## config.mk

```make
export PLATFORM = sky130hd
export DESIGN_NAME = pll_freq_calc
export DESIGN_NICKNAME = d
export VERILOG_FILES = /design/src/rtl/pll_freq_pkg.sv /design/src/rtl/pll_freq_mul.sv /design/src/rtl/pll_freq_div.sv /design/src/rtl/pll_freq_calc.sv
export SDC_FILE = /design/constraint.sdc
export NUM_CORES = 1
export LEC_CHECK = 0
export ABC_AREA = 0
export BUFFER_PORTS_ARGS = -buffer_cell sky130_fd_sc_hd__buf_4
export CORE_ASPECT_RATIO = 1.25
export CORE_UTILIZATION = 40
export CTS_BUF_LIST = sky130_fd_sc_hd__clkbuf_2
export DETAILED_ROUTE_END_ITERATION = 7
export HOLD_SLACK_MARGIN = 0.1
export PLACE_DENSITY_LB_ADDON = 0.05
export RECOVER_POWER = 25
export SYNTH_ARGS = -nofsm -noshare
export SYNTH_HDL_FRONTEND = slang
export SYNTH_SLANG_ARGS = --single-unit
```

## constraint.sdc

```tcl
create_clock -name clk -period 4 [get_ports clk]
set_input_delay 0.8 -clock clk [delete_from_list [all_inputs] [get_ports clk]]
set_output_delay 0.8 -clock clk [all_outputs]
set_load 0.1 [all_outputs]
```

## src/rtl/pll_freq_pkg.sv

```systemverilog
package pll_freq_pkg;
    localparam int WORD_W  = 32;
    localparam int M_LSB   = 12;
    localparam int M_W     = 10;
    localparam int P_LSB   = 4;
    localparam int P_W     = 6;
    localparam int S_LSB   = 0;
    localparam int S_W     = 3;
    localparam int K_W     = 16;
    localparam int FRAC_SH = 16;
    localparam int PROD_W  = 64;
    localparam int MAG_W   = M_W + K_W + 1;

    typedef enum logic [1:0] {
        ST_IDLE,
        ST_MUL,
        ST_DIV
    } calc_state_e;
endpackage

```

## src/rtl/pll_freq_mul.sv

```systemverilog
// Shift-add multiplier: one bit of the A operand per cycle.
module pll_freq_mul #(
    parameter int A_W = 32,
    parameter int W   = 64
) (
    input  logic           clk,
    input  logic           rst_n,
    input  logic           go_i,
    input  logic [A_W-1:0] a_i,
    input  logic [W-1:0]   b_i,
    output logic           done_o,
    output logic [W-1:0]   prod_o
);
    localparam int CW = $clog2(A_W + 1);

    typedef struct packed {
        logic [A_W-1:0] a;
        logic [W-1:0]   b;
        logic [W-1:0]   acc;
        logic [CW-1:0]  cnt;
        logic           busy;
        logic           done;
    } mul_state_t;

    mul_state_t q, d;

    always_comb begin
        d      = q;
        d.done = 1'b0;
        if (go_i) begin
            d.a    = a_i;
            d.b    = b_i;
            d.acc  = '0;
            d.cnt  = CW'(A_W);
            d.busy = 1'b1;
        end else if (q.busy) begin
            if (q.a[0]) d.acc = q.acc + q.b;
            d.a   = q.a >> 1;
            d.b   = q.b << 1;
            d.cnt = q.cnt - 1'b1;
            if (q.cnt == CW'(1)) begin
                d.busy = 1'b0;
                d.done = 1'b1;
            end
        end
    end

    always_ff @(posedge clk or negedge rst_n) begin
        if (!rst_n) q <= '0;
        else        q <= d;
    end

    assign done_o = q.done;
    assign prod_o = q.acc;
endmodule

```

## src/rtl/pll_freq_div.sv

```systemverilog
// Restoring shift-subtract divider: one quotient bit per cycle.
module pll_freq_div #(
    parameter int W = 64
) (
    input  logic         clk,
    input  logic         rst_n,
    input  logic         go_i,
    input  logic [W-1:0] num_i,
    input  logic [W-1:0] den_i,
    output logic         done_o,
    output logic [W-1:0] quot_o
);
    localparam int CW = $clog2(W + 1);

    typedef struct packed {
        logic [W:0]    rem;
        logic [W-1:0]  num;
        logic [W-1:0]  den;
        logic [W-1:0]  quot;
        logic [CW-1:0] cnt;
        logic          busy;
        logic          done;
    } div_state_t;

    div_state_t q, d;
    logic [W:0] trial_w;

    always_comb begin
        d       = q;
        d.done  = 1'b0;
        trial_w = {q.rem[W-1:0], q.num[W-1]};
        if (go_i) begin
            d.rem  = '0;
            d.num  = num_i;
            d.den  = den_i;
            d.quot = '0;
            d.cnt  = CW'(W);
            d.busy = 1'b1;
        end else if (q.busy) begin
            d.num = q.num << 1;
            if (trial_w >= {1'b0, q.den}) begin
                d.rem  = trial_w - {1'b0, q.den};
                d.quot = {q.quot[W-2:0], 1'b1};
            end else begin
                d.rem  = trial_w;
                d.quot = {q.quot[W-2:0], 1'b0};
            end
            d.cnt = q.cnt - 1'b1;
            if (q.cnt == CW'(1)) begin
                d.busy = 1'b0;
                d.done = 1'b1;
            end
        end
    end

    always_ff @(posedge clk or negedge rst_n) begin
        if (!rst_n) q <= '0;
        else        q <= d;
    end

    assign done_o = q.done;
    assign quot_o = q.quot;
endmodule

```

## src/rtl/pll_freq_calc.sv

```systemverilog
module pll_freq_calc
    import pll_freq_pkg::*;
#(
    parameter int REF_W = 32
) (
    input  logic              clk,
    input  logic              rst_n,
    input  logic              start_i,
    input  logic              frac_mode_i,
    input  logic [REF_W-1:0]  ref_freq_i,
    input  logic [WORD_W-1:0] div_word_i,
    input  logic [WORD_W-1:0] frac_word_i,
    output logic [PROD_W-1:0] freq_o,
    output logic              done_o,
    output logic              err_o
);
    typedef struct packed {
        calc_state_e       st;
        logic              neg;
        logic [PROD_W-1:0] den;
        logic [PROD_W-1:0] freq;
        logic              done;
        logic              err;
    } top_state_t;

    top_state_t q, d;

    logic [M_W-1:0]    m_f;
    logic [P_W-1:0]    p_f;
    logic [S_W-1:0]    s_f;
    logic [K_W-1:0]    k_f;
    logic [MAG_W:0]    sval_w;
    logic [MAG_W:0]    mag_w;
    logic [PROD_W-1:0] den_w;
    logic              accept_w;
    logic              mul_go_w, mul_done_w, div_go_w, div_done_w;
    logic [PROD_W-1:0] prod_w, quot_w;
    logic              busy_w;

    // Field decode and signed multiplier magnitude
    always_comb begin
        m_f = div_word_i[M_LSB +: M_W];
        p_f = div_word_i[P_LSB +: P_W];
        s_f = div_word_i[S_LSB +: S_W];
        k_f = frac_word_i[K_W-1:0];
        if (frac_mode_i)
            sval_w = {1'b0, m_f, {FRAC_SH{1'b0}}}
                   + {{(MAG_W + 1 - K_W){k_f[K_W-1]}}, k_f};
        else
            sval_w = {{(MAG_W + 1 - M_W){1'b0}}, m_f};
        mag_w = sval_w[MAG_W] ? (~sval_w + 1'b1) : sval_w;
        if (frac_mode_i)
            den_w = (PROD_W'(p_f) << FRAC_SH) << s_f;
        else
            den_w = PROD_W'(p_f) << s_f;
    end

    assign busy_w   = (q.st != ST_IDLE);
    assign accept_w = (q.st == ST_IDLE) && start_i;
    assign mul_go_w = accept_w && (p_f != '0);
    assign div_go_w = (q.st == ST_MUL) && mul_done_w;

    always_comb begin
        d      = q;
        d.done = 1'b0;
        d.err  = 1'b0;
        unique case (q.st)
            ST_IDLE: begin
                if (accept_w) begin
                    if (p_f == '0) begin
                        d.done = 1'b1;
                        d.err  = 1'b1;
                        d.freq = '0;
                    end else begin
                        d.st  = ST_MUL;
                        d.neg = sval_w[MAG_W];
                        d.den = den_w;
                    end
                end
            end
            ST_MUL: begin
                if (mul_done_w) d.st = ST_DIV;
            end
            ST_DIV: begin
                if (div_done_w) begin
                    d.st   = ST_IDLE;
                    d.done = 1'b1;
                    d.freq = q.neg ? (~quot_w + 1'b1) : quot_w;
                end
            end
            default: d.st = ST_IDLE;
        endcase
    end

    always_ff @(posedge clk or negedge rst_n) begin
        if (!rst_n) q <= '{st: ST_IDLE, default: '0};
        else        q <= d;
    end

    pll_freq_mul #(.A_W(REF_W), .W(PROD_W)) u_mul (
        .clk    (clk),
        .rst_n  (rst_n),
        .go_i   (mul_go_w),
        .a_i    (ref_freq_i),
        .b_i    (PROD_W'(mag_w)),
        .done_o (mul_done_w),
        .prod_o (prod_w)
    );

    pll_freq_div #(.W(PROD_W)) u_div (
        .clk    (clk),
        .rst_n  (rst_n),
        .go_i   (div_go_w),
        .num_i  (prod_w),
        .den_i  (q.den),
        .done_o (div_done_w),
        .quot_o (quot_w)
    );

    assign freq_o = q.freq;
    assign done_o = q.done;
    assign err_o  = q.err;
endmodule

```

After elaboration in Yosys (flattened, before gate mapping)

Index checks and enable logic that the tools add are counted.

Word-level logic and storage cells: 81
Bits of input ports: 100
Output and inout bits: 66
Flip-flop bits (word level): 566

Order comparisons: 1
$add $sub $neg: 7
Reduce and logical (&&, ||, !) cells: 14
Multiplexer cells: 26
Shift operators: 2
Equality and inequality tests: 9
Bitwise operators: 3

Operators with widths:

| cell                                                            | count |
|---|---|
| 128-bit two-way mux                                             | 2 |
| 64-bit two-way mux                                              | 4 |
| 168-bit two-way mux                                             | 1 |
| 167-bit two-way mux                                             | 1 |
| 133-bit two-way mux                                             | 1 |
| 65-bit one-hot mux with 2 select lines                          | 1 |
| 73-bit two-way mux                                              | 1 |
| 72-bit two-way mux                                              | 1 |
| 67-bit two-way mux                                              | 1 |
| 66-bit two-way mux                                              | 1 |
| 65-bit by 64-bit greater-or-equal comparator with 1-bit output  | 1 |
| 65-bit two-way mux                                              | 1 |
| 64-bit by 1-bit adder with 64-bit output, second input constant | 1 |
| 64-bit adder                                                    | 1 |
| 64-bit NOT                                                      | 1 |
| 22-bit by 3-bit << shifter with 64-bit output                   | 1 |
| 6-bit by 3-bit << shifter with 64-bit output                    | 1 |
| 64-bit subtractor                                               | 1 |
| 28-bit two-way mux                                              | 2 |
| 27-bit by 16-bit adder with 28-bit output                       | 1 |
| 28-bit by 1-bit adder with 28-bit output, second input constant | 1 |
| 28-bit NOT                                                      | 1 |
| 2-bit two-way mux                                               | 4 |
| 4-bit AND reduction                                             | 2 |
| 18 further kinds                                                | 29 |

Longest topological paths before layout

Depth after elaboration: 6
Depth in mapped cells: 16

Hierarchy

From an unflattened synthesis, not the netlist that was laid out.

Cell total of the unflattened synthesis: 3,933
Area, all modules: 34,657.0 µm²

Modules (own cells, without submodules):

| module        | sequential area each (µm²) | cells an instance | instances | area an instance (µm²) |
|---|---|---|---|---|
| pll_freq_div  | 6,631.4                    | 1,751             | 1         | 16,189.3 |
| pll_freq_mul  | 4,204.0                    | 1,324             | 1         | 11,397.2 |
| pll_freq_calc | 2,377.3                    | 858               | 1         | 7,070.5 |

Least setup slack after synthesis

Ideal clock, no wire load.

Path kind: input -> register
Start point: input port frac_mode_i
End point: register u_mul.q[98] in the netlist's numbering
Data required time: 3.859 ns
Stages on the path: 16
Data arrival time: 3.980 ns
Path buffers: 5
Setup slack: -0.121 ns
Setup time: 0.141 ns
Cells stage by stage: clkbuf_1 > clkbuf_1 > buf_1 > clkbuf_1 > mux2i_1 > ha_1 > o21ai_0 > or2_2 > nor2_1 > and3_1 > clkbuf_1 > and3_1 > nand4_1 > o31ai_1 > xnor2_1 > o22ai_1

Cells in the longest elaborated chain, start to end: 5

Ends and longest elaborated chain:

| item                                     | line                | RTL |
|---|---|---|
| start: declaration                       | pll_freq_calc.sv:9  | `input logic frac_mode_i,` |
| 28-bit two-way mux (*)                   | pll_freq_calc.sv:46 | `if (frac_mode_i)` |
| 28-bit NOT                               | pll_freq_calc.sv:51 | `mag_w = sval_w[MAG_W] ? (~sval_w + 1'b1) : sval_w;` |
| 28-bit by 1-bit adder with 28-bit output | pll_freq_calc.sv:51 |  |
| 28-bit two-way mux (*)                   | pll_freq_calc.sv:51 |  |
| 167-bit two-way mux (*)                  | pll_freq_mul.sv:30  | `if (go_i) begin` |
| end signal: assignment                   | pll_freq_mul.sv:49  | `if (!rst_n) q <= '0;` |
| end signal: assignment                   | pll_freq_mul.sv:50  | `else q <= d;` |
| end: declaration                         | pll_freq_mul.sv:25  | `mul_state_t q, d;` |

Every way passes the cells marked *; elsewhere a longest branch is shown, timed or not.
A chain may end at the register's enable or synchronous reset.

Worst setup path after layout

Start point: input port frac_word_i[15]
End point: register u_mul.q[77] in the netlist's numbering

Cells in the longest elaborated chain, start to end: 4

Ends and longest elaborated chain:

| item                                      | line                | RTL |
|---|---|---|
| start: declaration                        | pll_freq_calc.sv:12 | `input logic [WORD_W-1:0] frac_word_i,` |
| 27-bit by 16-bit adder with 28-bit output | pll_freq_calc.sv:48 | `+ {{(MAG_W + 1 - K_W){k_f[K_W-1]}}, k_f};` |
| 28-bit two-way mux                        | pll_freq_calc.sv:46 |  |
| 28-bit two-way mux                        | pll_freq_calc.sv:51 |  |
| 167-bit two-way mux                       | pll_freq_mul.sv:30  |  |

No other way between the ends.

==> impl_metrics.tcl <==
set metrics [dict create \
    cts_max_level 4 \
    route.final.wire_length_um 78900 \
    internal_power_mw 6.67 \
    crit_required_ns 5.19 \
    final_area_mm2 0.0331 \
    pin_count 166 \
    wire_length_of_the_first_global_routing_pass_um 130000 \
    grt_remaining_overflow 0 \
    number_of_antenna_violations_at_the_first_check_in_global_routing 6 \
    clkLatencyLatePin_ns 1.31 \
    net-switching-power_mw 2.45 \
    setup_ws_ns 0.196 \
    drtPass1Iterations 5 \
    relSlewSlack_pct -5.98 \
    stdcell_count 4503 \
    postCtsSetupRepairBufs 0 \
    cpPeakStageDelay_ns 0.57 \
    hp-class "in2reg" \
    post_synth.cell_area_avg_um2 8.89 \
    setup.worst_path.class "in2reg" \
    postLayoutCoreUtil_pct 45.7 \
    num_vias 24400 \
    synth_warnings 0 \
    pwr-share-seq_pct 54.3 \
    max_cap_viol_count 1 \
    ctsRootBufferMaster "sky130_fd_sc_hd__clkbuf_2" \
    setup_viol_count_final 0 \
    wl_per_cell_um 17.5 \
    die-area_mm2 0.0745 \
    first_global_vias 24800 \
    cellPowerDensity_mw_per_mm2 276 \
    mappedNetlistArea_mm2 0.0294 \
    synth_enable_flop_cells 0 \
    seq_area_frac_synth_pct 41.7 \
    hold_violations 0 \
    postPlaceCellArea_mm2 0.0309 \
    cp_slowest_cell "sky130_fd_sc_hd__dlygate4sd3_1" \
    dp_hpwl_um 54600 \
    worst-slew-pin-transition_ns 1.59 \
    failed_checks "capacitance limit, slew limit" \
    dpl.cell_count 4174 \
    postCtsResizedCells 0 \
    cp_common_cell "sky130_fd_sc_hd__dlygate4sd3_1" \
    outcome "complete, but fails checks" \
    crit_path_start_kind "primary input" \
    async_flop_share_pct 100 \
    cp_max_fo 19 \
    final_critical_period_ns 3.80 \
    comb_power_share_pct 5.6 \
    synth_seq_cells 490 \
    fill_cells 7334 \
    clock-skew-final_ns 0.109 \
    floorplan.initialDensity_pct 40.6 \
    synth_fp_nets 3514 \
    worstSetupEndpointType "flip-flop" \
    port_buffers 136 \
    clk_sink_count 490 \
    die_h_um 305 \
    total_neg_setup_slack_ns 0 \
    tritoncts.num_buffers 134 \
    tritoncts "built" \
    netlist_top_cells_area "sky130_fd_sc_hd__dfrtp_1, sky130_fd_sc_hd__mux2i_1, sky130_fd_sc_hd__nand2_1" \
    ir_worst_vdd_mv 0.188 \
    static-leakage-power_nw 16.0 \
    clock_power_share_pct 40.1 \
    flow.area_growth_from_synthesis_pct 12.7 \
    synth_ff_type "sky130_fd_sc_hd__dfrtp_1" \
    power.share.switching_pct 26.8 \
    fin_crit_sh_pct 95.1 \
    vias_per_cell 5.41 \
    drc 0 \
    post_route_cells_drive_above_1_share_pct 12.1 \
    cts.reportedPaths.clkPinSlew_ns 0.10 \
    path_cells "dlygate4sd3_1 > buf_4 > ha_1 > a21o_1 > a21oi_1 > o21a_1 > o21ai_0 > a211o_1 > nand3_1 > nand2_1 > xor2_1 > dlygate4sd3_1 > a21oi_1 > dlygate4sd3_1" \
    clock_path_buffers 3 \
    rows 110 \
    core_region_area_mm2 0.0724 \
    max_freq_mhz 263 \
    final_net_count 3671 \
    grt.total_usage_pct 21.4 \
    rsz_0062_raised_after_global_routing "no" \
    place_worst_setup_slack_ns 0.318 \
    drt.antenna.violating_nets 0 \
    most_common_library_cell_in_the_layout_ignoring_fill_and_taps "sky130_fd_sc_hd__dfrtp_1" \
    synth_top_cell_area_share_pct 41.7 \
    dieWidth_um 244 \
    grt_start_max_net_pins 129 \
    first_iter_violations 1160 \
    worstPathArrival_ns 4.99 \
    synth.lib_cells_used.distinct 74 \
    post_synth_inst_count 3305 \
    gp_congestion 0.906 \
    synth_area_leader_cell "sky130_fd_sc_hd__dfrtp_1" \
    slew_viol_final 64 \
    layout_common_cells "sky130_fd_sc_hd__dfrtp_1, sky130_fd_sc_hd__nand2_1, sky130_fd_sc_hd__o21ai_0" \
]
[layer usage]
layer | vias up | share of wire [%] | GRT usage, %
met5 | - | 0.032 | 0
met4 | 4 | 3.0 | 8.44
met3 | 160 | 3.1 | 3.87
met2 | 407 | 51 | 37.5
met1 | 11800 | 43 | 25.9
li1 | 12000 | - | -
[Yosys cell counts, drive strengths merged, types with 15 or more instances]
cell type    n
o22ai       39
o21ai      326
nand3       52
o21a        16
nor4        29
a211oi      32
clkbuf     191
or2         15
or3         28
nand4       35
mux2i      233
xor2       107
nor3        59
a21o        68
xnor2       98
or4         16
dfrtp      490
o21bai      18
o31ai       38
nand2b      18
nand2      469
nor2b       25
buf         82
nor2       262
o211ai      15
a21oi      200
ha         106
a31oi       21
inv         66
[cells by family (layout without fill, tap and decap cells)]
kind of cell / after synthesis / in the layout / synth area share, %
multiplexers: 239 / 239 / 8.17
adder cells (fa/ha/maj): 109 / 109 / 4.72
AND/OR/NAND/NOR: 1066 / 1066 / 16.5
XOR/XNOR: 205 / 205 / 6.11
other: 0 / 4 / 0
buffers and inverters: 339 / 581 / 5.18
flip-flops: 490 / 490 / 41.7
AO/OA/AOI/OAI: 857 / 857 / 17.6
[registers in the layout, indices dropped and copies added, names as in the netlist]
signal	count
q	29
u_div.q	162
freq_o	64
err_o	1
done_o	1
u_mul.q	103
u_mul.prod_o	64
u_div.done_o	1
u_mul.done_o	1
u_div.quot_o	64
[final cells by class]
class / count / area, um^2 / share of cell area, %
antenna: 4 / 10.0 / 0.0302
clock buffer: 186 / 931 / 2.81
clock inverter: 35 / 258 / 0.779
inverter: 66 / 248 / 0.749
multi-input combinational: 2476 / 15600 / 47.2
sequential: 490 / 12300 / 37.1
tap: 952 / 1190 / 3.60
timing repair buffer: 294 / 2570 / 7.75
[what timing repair did]
| item | in CTS | in global routing |
|---|---|---|
| hold endpoints to repair | 553 | 0 |
| hold buffers | 104 | 0 |
| endpoints found under the setup margin | 0 | 0 |
[stage by stage]
step	hold WS, ns	total power, mW
after floorplan	0.436	5.23
after global routing	0.138	9.62
after global placement	0.462	5.48
after detailed placement	0.465	5.49
final	0.300	9.12
after CTS	0.101	9.36
[power groups by stage]
stage / combinational, mW / clock [mW] / sequential (mW)
finish: 0.514 / 3.66 / 4.95
global route: 0.573 / 4.10 / 4.95
CTS: 0.538 / 3.87 / 4.95
detailed placement: 0.442 / 0 / 5.05
global placement: 0.436 / 0 / 5.05
floorplan: 0.185 / 0 / 5.05
[worst max-delay path: cells and delay by family]
kind / cells / cell delay, ns
AO/OA/AOI/OAI: 6 / 1.30
XOR/XNOR: 1 / 0.16
adder cells (fa/ha/maj): 1 / 0.29
buffers and inverters: 4 / 1.87
AND/OR/NAND/NOR: 2 / 0.58
[path summary, 6_finish.rpt]
check / startpoint / to / slack [ns] / cells past startpoint
worst max-delay path: frac_word_i[15] / u_mul.q[77]$_DFFE_PN0P_ / 0.20 / 14
worst min-delay path: div_word_i[14] / u_mul.q[90]$_DFFE_PN0P_ / 0.30 / 5
worst max register to register: u_div.q[227]$_DFFE_PN0P_ / u_div.q[264]$_DFFE_PN0P_ / 0.30 / 12
worst min register to register: u_mul.prod_o[48]$_DFFE_PN0P_ / u_div.q[185]$_DFFE_PN0P_ / 0.48 / 2
max in group asynchronous: rst_n / u_mul.q[132]$_DFFE_PN0P_ / 0.75 / 4
min in group asynchronous: rst_n / q[73]$_DFFE_PN0P_ / 0.97 / 3
No activity file was read; power rests on OpenSTA's default activity.
